## src/rtl/lwt_pkg.sv

```systemverilog
package lwt_pkg;

  // Write strobes the control hands to the datapath each cycle.
  typedef struct packed {
    logic fillEn;     // install a line
    logic fillPf;     // the install is a prefetch
    logic accMark;    // set the used bit of the accessed word
    logic accCapture; // first touch of a prefetched line: take context
    logic evictClear; // empty the evicted line
    logic evictEmit;  // latch an update record
  } lwtStrobe_t;

endpackage

```

## src/rtl/lwt_line_slot.sv

```systemverilog
module lwt_line_slot #(
  parameter int WORDS = 4,
  parameter int CTX_W = 6,
  parameter int OFF_W = 2
) (
  input  logic             clk,
  input  logic             rstN,
  input  logic             fillHit,
  input  logic             fillPf,
  input  logic [CTX_W-1:0] fillCtx,
  input  logic [OFF_W-1:0] fillOffset,
  input  logic [WORDS-1:0] fillMask,
  input  logic             evictHit,
  input  logic             accHit,
  input  logic             accMark,
  input  logic             accCapture,
  input  logic [CTX_W-1:0] accCtx,
  input  logic [OFF_W-1:0] accOffset,
  input  logic [WORDS-1:0] accOneHot,
  output logic [CTX_W-1:0] ctxQ,
  output logic [OFF_W-1:0] offQ,
  output logic [WORDS-1:0] presentQ,
  output logic [WORDS-1:0] usedQ,
  output logic             ctxValidQ,
  output logic             pfQ
);

  // Priority: fill, then eviction clear, then access update.
  always_ff @(posedge clk or negedge rstN) begin
    if (!rstN) begin
      ctxQ      <= '0;
      offQ      <= '0;
      presentQ  <= '0;
      usedQ     <= '0;
      ctxValidQ <= 1'b0;
      pfQ       <= 1'b0;
    end else if (fillHit) begin
      ctxQ      <= fillPf ? '0 : fillCtx;
      offQ      <= fillPf ? '0 : fillOffset;
      presentQ  <= fillMask;
      usedQ     <= '0;
      ctxValidQ <= !fillPf;
      pfQ       <= fillPf;
    end else if (evictHit) begin
      ctxQ      <= '0;
      offQ      <= '0;
      presentQ  <= '0;
      usedQ     <= '0;
      ctxValidQ <= 1'b0;
      pfQ       <= 1'b0;
    end else if (accHit) begin
      if (accMark) begin
        usedQ <= usedQ | accOneHot;
      end
      if (accCapture) begin
        ctxQ      <= accCtx;
        offQ      <= accOffset;
        ctxValidQ <= 1'b1;
        pfQ       <= 1'b0;
      end
    end
  end

endmodule

```

## src/rtl/lwt_datapath.sv

```systemverilog
module lwt_datapath
  import lwt_pkg::*;
#(
  parameter int NUM_LINES = 16,
  parameter int WORDS     = 4,
  parameter int CTX_W     = 6,
  parameter int IDX_W     = 4,
  parameter int OFF_W     = 2
) (
  input  logic             clk,
  input  logic             rstN,
  input  lwtStrobe_t       strobe,
  input  logic [IDX_W-1:0] fillLine,
  input  logic [CTX_W-1:0] fillPcHi,
  input  logic [OFF_W-1:0] fillOffset,
  input  logic [WORDS-1:0] fillMask,
  input  logic [IDX_W-1:0] accLine,
  input  logic [OFF_W-1:0] accOffset,
  input  logic [CTX_W-1:0] accPcHi,
  input  logic [IDX_W-1:0] evictLine,
  output logic             accWordPresent,
  output logic             accLinePf,
  output logic             evictCtxValid,
  output logic [CTX_W-1:0] updCtx,
  output logic [OFF_W-1:0] updOffset,
  output logic [WORDS-1:0] updUsed
);

  logic [NUM_LINES-1:0][CTX_W-1:0] ctxAll;
  logic [NUM_LINES-1:0][OFF_W-1:0] offAll;
  logic [NUM_LINES-1:0][WORDS-1:0] presentAll;
  logic [NUM_LINES-1:0][WORDS-1:0] usedAll;
  logic [NUM_LINES-1:0]            ctxValidAll;
  logic [NUM_LINES-1:0]            pfAll;
  logic [WORDS-1:0]                accOneHot;

  assign accOneHot = WORDS'(1) << accOffset;

  for (genvar g = 0; g < NUM_LINES; g++) begin : gSlot
    localparam logic [IDX_W-1:0] MY_IDX = IDX_W'(g);
    lwt_line_slot #(.WORDS(WORDS), .CTX_W(CTX_W), .OFF_W(OFF_W)) i_slot (
      .clk        (clk),
      .rstN       (rstN),
      .fillHit    (strobe.fillEn && (fillLine == MY_IDX)),
      .fillPf     (strobe.fillPf),
      .fillCtx    (fillPcHi),
      .fillOffset (fillOffset),
      .fillMask   (fillMask),
      .evictHit   (strobe.evictClear && (evictLine == MY_IDX)),
      .accHit     (accLine == MY_IDX),
      .accMark    (strobe.accMark),
      .accCapture (strobe.accCapture),
      .accCtx     (accPcHi),
      .accOffset  (accOffset),
      .accOneHot  (accOneHot),
      .ctxQ       (ctxAll[g]),
      .offQ       (offAll[g]),
      .presentQ   (presentAll[g]),
      .usedQ      (usedAll[g]),
      .ctxValidQ  (ctxValidAll[g]),
      .pfQ        (pfAll[g])
    );
  end

  // Read ports see the state before this cycle's writes.
  assign accWordPresent = presentAll[accLine][accOffset];
  assign accLinePf      = pfAll[accLine];
  assign evictCtxValid  = ctxValidAll[evictLine];

  always_ff @(posedge clk or negedge rstN) begin
    if (!rstN) begin
      updCtx    <= '0;
      updOffset <= '0;
      updUsed   <= '0;
    end else if (strobe.evictEmit) begin
      updCtx    <= ctxAll[evictLine];
      updOffset <= offAll[evictLine];
      updUsed   <= usedAll[evictLine];
    end
  end

endmodule

```

## src/rtl/lwt_ctrl.sv

```systemverilog
module lwt_ctrl
  import lwt_pkg::*;
#(
  parameter int IDX_W = 4
) (
  input  logic             clk,
  input  logic             rstN,
  input  logic             fillValid,
  input  logic             fillPrefetch,
  input  logic [IDX_W-1:0] fillLine,
  input  logic             accValid,
  input  logic [IDX_W-1:0] accLine,
  input  logic             accWordPresent,
  input  logic             accLinePf,
  input  logic             evictValid,
  input  logic [IDX_W-1:0] evictLine,
  input  logic             evictCtxValid,
  output lwtStrobe_t       strobe,
  output logic             accDone,
  output logic             accPresent,
  output logic             accWordMiss,
  output logic             updValid
);

  logic accOverridden;
  logic evictOverridden;

  assign accOverridden   = (fillValid && (fillLine == accLine)) ||
                           (evictValid && (evictLine == accLine));
  assign evictOverridden = fillValid && (fillLine == evictLine);

  always_comb begin
    strobe            = '0;
    strobe.fillEn     = fillValid;
    strobe.fillPf     = fillPrefetch;
    strobe.accMark    = accValid && accWordPresent && !accOverridden;
    strobe.accCapture = accValid && accLinePf && !accOverridden;
    strobe.evictClear = evictValid && !evictOverridden;
    strobe.evictEmit  = evictValid && evictCtxValid;
  end

  always_ff @(posedge clk or negedge rstN) begin
    if (!rstN) begin
      accDone     <= 1'b0;
      accPresent  <= 1'b0;
      accWordMiss <= 1'b0;
      updValid    <= 1'b0;
    end else begin
      accDone     <= accValid;
      accPresent  <= accValid && accWordPresent;
      accWordMiss <= accValid && !accWordPresent;
      updValid    <= strobe.evictEmit;
    end
  end

endmodule

```

## src/rtl/line_word_tracker.sv

```systemverilog
module line_word_tracker
  import lwt_pkg::*;
#(
  parameter int NUM_LINES = 16,
  parameter int WORDS     = 4,
  parameter int CTX_W     = 6,
  localparam int IDX_W    = $clog2(NUM_LINES),
  localparam int OFF_W    = $clog2(WORDS)
) (
  input  logic             clk,
  input  logic             rstN,
  input  logic             fillValid,
  input  logic [IDX_W-1:0] fillLine,
  input  logic [CTX_W-1:0] fillPcHi,
  input  logic [OFF_W-1:0] fillOffset,
  input  logic [WORDS-1:0] fillMask,
  input  logic             fillPrefetch,
  input  logic             accValid,
  input  logic [IDX_W-1:0] accLine,
  input  logic [OFF_W-1:0] accOffset,
  input  logic [CTX_W-1:0] accPcHi,
  input  logic             evictValid,
  input  logic [IDX_W-1:0] evictLine,
  output logic             accDone,
  output logic             accPresent,
  output logic             accWordMiss,
  output logic             updValid,
  output logic [CTX_W-1:0] updCtx,
  output logic [OFF_W-1:0] updOffset,
  output logic [WORDS-1:0] updUsed
);

  lwtStrobe_t strobe;
  logic       accWordPresent;
  logic       accLinePf;
  logic       evictCtxValid;

  lwt_ctrl #(.IDX_W(IDX_W)) i_ctrl (
    .clk            (clk),
    .rstN           (rstN),
    .fillValid      (fillValid),
    .fillPrefetch   (fillPrefetch),
    .fillLine       (fillLine),
    .accValid       (accValid),
    .accLine        (accLine),
    .accWordPresent (accWordPresent),
    .accLinePf      (accLinePf),
    .evictValid     (evictValid),
    .evictLine      (evictLine),
    .evictCtxValid  (evictCtxValid),
    .strobe         (strobe),
    .accDone        (accDone),
    .accPresent     (accPresent),
    .accWordMiss    (accWordMiss),
    .updValid       (updValid)
  );

  lwt_datapath #(
    .NUM_LINES(NUM_LINES), .WORDS(WORDS), .CTX_W(CTX_W),
    .IDX_W(IDX_W), .OFF_W(OFF_W)
  ) i_datapath (
    .clk            (clk),
    .rstN           (rstN),
    .strobe         (strobe),
    .fillLine       (fillLine),
    .fillPcHi       (fillPcHi),
    .fillOffset     (fillOffset),
    .fillMask       (fillMask),
    .accLine        (accLine),
    .accOffset      (accOffset),
    .accPcHi        (accPcHi),
    .evictLine      (evictLine),
    .accWordPresent (accWordPresent),
    .accLinePf      (accLinePf),
    .evictCtxValid  (evictCtxValid),
    .updCtx         (updCtx),
    .updOffset      (updOffset),
    .updUsed        (updUsed)
  );

endmodule

```

## config.mk

```make
export PLATFORM = sky130hd
export DESIGN_NAME = line_word_tracker
export DESIGN_NICKNAME = d
export VERILOG_FILES = /design/src/rtl/lwt_pkg.sv /design/src/rtl/lwt_line_slot.sv /design/src/rtl/lwt_datapath.sv /design/src/rtl/lwt_ctrl.sv /design/src/rtl/line_word_tracker.sv
export SDC_FILE = /design/constraint.sdc
export NUM_CORES = 1
export LEC_CHECK = 0
export BUFFER_PORTS_ARGS = -buffer_cell sky130_fd_sc_hd__buf_2
export CAP_MARGIN = 10
export CORE_MARGIN = 2
export CORE_UTILIZATION = 54
export DETAILED_ROUTE_END_ITERATION = 10
export PLACE_DENSITY = 0.67
export SLEW_MARGIN = 20
export SYNTH_ARGS = -nofsm -noshare
export SYNTH_HDL_FRONTEND = slang
export SYNTH_SLANG_ARGS = --single-unit
```

## constraint.sdc

```tcl
create_clock -name clk -period 2.95 [get_ports clk]
set_input_delay 0.1475 -clock clk [delete_from_list [all_inputs] [get_ports clk]]
set_output_delay 0.1475 -clock clk [all_outputs]
set_load 0.01 [all_outputs]
```

## After elaboration in Yosys (flattened, before gate mapping)

Index checks and enable logic that the tools add are counted.
W data, S select, Z words.

| cells by class | value |
|---|---|
| order comparisons | 3 |
| eq/ne operators | 48 |
| shifts and indexed selects | 1 |
| multiplexer cells | 308 |
| bitwise gates (word level) | 16 |
| reduce and logical (&&, ||, !) cells | 146 |

Operator list:

| operator | count |
|---|---|
| $mux W4 | 98 |
| $mux W6 | 51 |
| $reduce_bool A3 Y1 | 48 |
| $mux W2 | 51 |
| $mux W1 | 101 |
| $eq A4 B4 Y1 const B | 24 |
| $or A4 B4 Y4 | 16 |
| $reduce_and A2 Y1 | 32 |
| $eq A4 B3 Y1 const B | 12 |
| $logic_and A1 B1 Y1 | 42 |
| $bmux W4 S4 | 2 |
| $reduce_bool A2 Y1 | 16 |
| $bmux W6 S4 | 1 |
| $eq A4 B2 Y1 const B | 6 |
| $eq A4 B1 Y1 const B | 3 |
| $eq A4 B4 Y1 | 3 |
| $logic_not A4 Y1 | 3 |
| $lt A4 B5 Y1 const B | 2 |
| $bmux W1 S4 | 2 |
| $bmux W2 S4 | 1 |
| $logic_not A1 Y1 | 4 |
| $shl A1 B2 Y4 const A | 1 |
| $lt A2 B3 Y1 const B | 1 |
| $bmux W1 S2 | 1 |
| $logic_or A1 B1 Y1 | 1 |

| word-level totals | value |
|---|---|
| register bits after elaboration | 304 |
| input bits | 38 |
| output and inout port bits | 16 |

## Depth between registers and ports, before layout

| logic depth | value |
|---|---|
| depth after elaboration | 10 |
| gate-level depth with buffers | 10 |
| gate-level depth less buffers | 6 |

## Cells and area by module

From an unflattened synthesis, not the netlist that was laid out.

| unflattened totals | value |
|---|---|
| cell total of the unflattened synthesis | 1504 |
| area, all modules | 17185.2 um^2 |

Modules (own cells, without submodules):

| module | instances | cells each | area an instance (um^2) | seq. area each (um^2) |
|---|---|---|---|---|
| lwt_line_slot | 16 | 78 | 862.1 | 450.4 |
| lwt_datapath | 1 | 225 | 3095.5 | 300.3 |
| lwt_ctrl | 1 | 31 | 296.5 | 100.1 |

## Least setup slack after synthesis

OpenSTA, ideal clock, no wires.

| path | value |
|---|---|
| path kind | input to register |
| from | input accLine[1] |
| to | register i_datapath.gSlot[15].i_slot.ctxQ[0] |
| library setup time | 0.125 ns |
| data arrival time | 2.184 ns |
| data required time | 2.825 ns |
| path slack | 0.641 ns |
| cell stages on the path | 8 |
| cells stage by stage | buf_2 > buf_6 > buf_6 > mux4_2 > mux2_2 > and3_4 > a21boi_4 > mux2_2 |

| on the way | value |
|---|---|
| word-level cells in the longest chain between the ends | 7 |
| elaborated cells on any way between the ends | 14 |
| classes of those cells | 3 x eq/ne; 2 x mux; 9 x reduce/logical |

RTL lines:

| element | RTL line | source |
|---|---|---|
| start, declared | line_word_tracker.sv:19 | `input logic [IDX_W-1:0] accLine,` |
| branches (longest 6 deep; another with $bmux W1 S4) | n/a |  |
| $reduce_and A2 Y1 (no line) (*) | n/a |  |
| end signal, assigned | lwt_line_slot.sv:38 | `ctxQ <= fillPf ? '0 : fillCtx;` |
| end signal, assigned | lwt_line_slot.sv:56 | `ctxQ <= accCtx;` |
| end, declared | lwt_line_slot.sv:20 | `output logic [CTX_W-1:0] ctxQ,` |

Mark *: on every way between the ends. The select of a mux whose other input is x is not followed.
A chain may end at the register's enable or synchronous reset.

## Worst setup path after layout

| path | value |
|---|---|
| from | register i_datapath.gSlot[14].i_slot.pfQ |
| to | register i_datapath.gSlot[13].i_slot.ctxQ[4] |

| on the way | value |
|---|---|
| word-level cells in the longest chain between the ends | 6 |

RTL lines:

| element | RTL line | source |
|---|---|---|
| start, declared | lwt_line_slot.sv:25 | `output logic pfQ` |
| start signal, assigned | lwt_line_slot.sv:43 | `pfQ <= fillPf;` |
| $bmux W1 S4 | lwt_datapath.sv:67 | `assign accLinePf = pfAll[accLine];` |
| $mux W1 (implied by the code) | lwt_datapath.sv:67 |  |
| $logic_and A1 B1 Y1 (2 in a row) | lwt_ctrl.sv:37 | `strobe.accCapture = accValid && accLinePf && !accOverridden;` |
| $reduce_bool A3 Y1 (no line) | n/a |  |
| $reduce_and A2 Y1 (no line) | n/a |  |
| end signal, assigned | lwt_line_slot.sv:38 |  |
| end signal, assigned | lwt_line_slot.sv:56 |  |
| end, declared | lwt_line_slot.sv:20 |  |

Every way passes these cells. The select of a mux whose other input is x is not followed.

==> impl_metrics.ini <==
[timing]
min_period_over_period = 0.8368
slew_headroom = 0.4618
rsz0062_at_grt = false
hold_viol_final = 0
finalSetupViolations = 0
worstMarginPinSlew_ns = 0.8073
fin_setup_tns_ns = 0
period_minus_slack_ns = 2.468
finClkSkew_ns = 0.01760
drv_slew = 0
fmax_mhz = 405.1

[setup_path]
cpMostUsedCell = mux2_2
end_kind = register
cpPeakStageDelay_ns = 0.52
worstSetupPathType = reg2reg
crit_fanout = 9
cp.required_ns = 3.35
crit_family = multiplexers
cp_num_buf_inv = 0
crit_slowest_cell = o21a_1
arrival_ns = 2.86
worstPathCellList = mux4_2 > mux2_2 > nand3_1 > o21a_1 > mux2_2
crit_path_start_kind = register

[clock_tree]
cts_hold_buffers = 2
cts_buffer_depth = 3
clk_latency_ns = 0.51
cts.sinks = 304
clk_pin_slew_worst_paths_ns = 0.06
post-cts-setup-buffers = 0
cts_tree = done
htree_levels = 2
numCtsBuffers = 34
cts_root_buffer = clkbuf_16
ctsResizeCount = 0

[placement]
io_buffers = 53
place.gp.congestion = 0.9276
place_inst = 1708
hpwlAfterDp_um = 31680

[finish]
stdcell_count = 1763
syn_to_final_growth_pct = 13.17
final_nets = 1406
final_common_cell = dfrtp_1
antennaDiodeCount = 0
layout-drive-gt1-share = 0.2563
layout_common_cells = 304 x dfrtp_1, 163 x nand2_1, 140 x a22o_1

[floorplanning]
num_rows = 61
fp.dieH_um = 172.6
start_util = 0.5511
core_area_um2 = 27860
die_x_um = 172.6
pin_count = 54
die_area_um2 = 29800

[worst_hold_path]
hold_path_class = in2reg

[global_routing]
first_global_vias = 12290
globalRouteOverflowTotal = 0
grt.total_usage = 0.3153
grt_max_degree = 94
grt_pass1_wl_um = 73230
antenna_found_initial = 2

[synth]
yosysUniqueCellTypes = 52
synth_warnings = 0
ys_seq_area_frac = 0.4955
synth_area_um2 = 15350
synth_edf_count = 0
ys_ff_latch = 304
syn_inst = 1325
ys_async_sr_fraction = 1.000
syn_nets = 1363
avgSynthCellArea_um2 = 11.59
synth-main-ff-cell = dfrtp_1

[route]
vias_per_cell = 6.723
vias = 11850
drt-initial-drc-count = 1358
wl_um = 46100
routedWlPerCell_um = 26.15
ant_nets = 0
dr.pass1.iters = 5
drc_errors = 0

[power]
powerDensity_nw_per_um2 = 682.0
peakVddDrop_uv = 335.0
design_power_total_mw = 11.85
power_leakage_nw = 7.708

[outcome]
status = completed

[run]
drv_cap = 0
-- sequential cells by signal, summed over array words and instances (netlist names) --
| register | cells |
|---|---|
| i_datapath.gSlot.i_slot.presentQ | 64 |
| i_ctrl.accWordMiss | 1 |
| i_datapath.gSlot.i_slot.pfQ | 16 |
| i_datapath.updCtx | 6 |
| i_datapath.gSlot.i_slot.ctxQ | 96 |
| i_ctrl.updValid | 1 |
| i_datapath.updUsed | 4 |
| i_datapath.gSlot.i_slot.ctxValidQ | 16 |
| i_ctrl.accPresent | 1 |
| i_datapath.gSlot.i_slot.usedQ | 64 |
| i_datapath.updOffset | 2 |
| i_ctrl.accDone | 1 |
| i_datapath.gSlot.i_slot.offQ | 32 |
-- cell usage after synthesis, types with 2 or more instances --
library cell | instances | area share
dfrtp_1 | 304 | 0.50
nand2_1 | 163 | 0.040
a22o_1 | 140 | 0.080
o21ai_0 | 128 | 0.042
clkbuf_1 | 91 | 0.022
mux2_2 | 77 | 0.056
mux4_2 | 68 | 0.10
a2bb2oi_1 | 64 | 0.037
mux2i_1 | 31 | 0.020
nand3_1 | 24 | 0.0078
nor2_1 | 22 | 0.0054
nor2b_1 | 20 | 0.0081
buf_2 | 19 | 0.0062
a21oi_1 | 18 | 0.0059
a22oi_1 | 16 | 0.0078
buf_1 | 16 | 0.0039
inv_1 | 13 | 0.0032
nor3_1 | 9 | 0.0029
nand2b_1 | 8 | 0.0033
nand4_1 | 8 | 0.0033
o21a_1 | 8 | 0.0039
a32o_1 | 7 | 0.0046
a41oi_1 | 7 | 0.0040
buf_4 | 7 | 0.0034
xnor2_1 | 6 | 0.0034
xor2_1 | 6 | 0.0034
a41oi_2 | 5 | 0.0053
and2_1 | 5 | 0.0020
or3_1 | 4 | 0.0016
a21boi_4 | 2 | 0.0024
a31oi_1 | 2 | 0.00081
a31oi_2 | 2 | 0.0016
and4_1 | 2 | 0.0011
buf_6 | 2 | 0.0015
nand3b_1 | 2 | 0.00098
nand4b_1 | 2 | 0.0011
o31ai_1 | 2 | 0.00098
-- worst paths after layout --
kind | startpoint | to | slack (ns) | cells after the start
setup / recovery | i_datapath.gSlot[14].i_slot.pfQ | i_datapath.gSlot[13].i_slot.ctxQ[4] | 0.48 | 5
hold / removal | accPcHi[5] | i_datapath.gSlot[1].i_slot.ctxQ[5] | 0.14 | 3
setup reg to reg | i_datapath.gSlot[14].i_slot.pfQ | i_datapath.gSlot[13].i_slot.ctxQ[4] | 0.48 | 5
hold reg to reg | i_datapath.gSlot[10].i_slot.usedQ[3] | i_datapath.gSlot[10].i_slot.usedQ[3] | 0.48 | 2
max in group asynchronous | rstN | i_datapath.gSlot[15].i_slot.usedQ[0] | 1.79 | 3
min in group asynchronous | rstN | i_datapath.gSlot[1].i_slot.presentQ[2] | 0.28 | 2
-- cells by family (layout without fill, tap and decap cells) --
kind of cell,after synthesis,in the layout,share of synthesized area
and+or+nand+nor,278,278,0.08239
buffers and inverters,149,209,0.04067
AOI/OAI and AO/OA,406,406,0.1982
xor gates and xnor gates,12,12,0.006845
muxes,176,176,0.1764
DFF,304,304,0.4955
-- where the power goes --
| part | internal [mW] | total [mW] | leakage (nW) | switching (mW) |
|---|---|---|---|---|
| registers | 5.01 | 5.50 | 3.87 | 0.490 |
| logic | 1.23 | 2.26 | 3.33 | 1.03 |
| clock network | 2.45 | 4.09 | 0.509 | 1.64 |
-- stage by stage --
stage                     cell area, um2  hold slack (ns)  worst slack, ns  utilization
after floorplan                    15350          -0.1481           0.6413            -
after global placement             16310           0.2392           0.2319       0.5856
after detailed placement           16310           0.2383           0.2090       0.5856
after CTS                          17380           0.1218           0.5244       0.6237
after global routing               17380           0.1415           0.4425       0.6237
final                              17380           0.1409           0.4815       0.6237
-- worst min-delay path, stage by stage --
cell       delay [ns]
buf_2            0.21
o21ai_0          0.19
a2bb2oi_1        0.06
-- per-layer routing --
| metal | up-vias | GRT usage | wire, um |
|---|---|---|---|
| met5 | - | 0 | 18 |
| met4 | 4 | 0.1086 | 1274 |
| met3 | 92 | 0.08443 | 4441 |
| met2 | 585 | 0.4801 | 21030 |
| met1 | 6131 | 0.4408 | 19330 |
| li1 | 5041 | - | - |
-- cell type report --
| cell class | instances | area [um2] |
|---|---|---|
| clock buffer | 46 | 927.1 |
| timing repair buffer | 142 | 1001 |
| multi-input combinational | 872 | 7201 |
| clock inverter | 7 | 113.9 |
| inverter | 14 | 52.55 |
| tap | 378 | 473.0 |
| fill | 2192 | 10480 |
| sequential | 304 | 7607 |
Power figures use the tool's default switching activity.
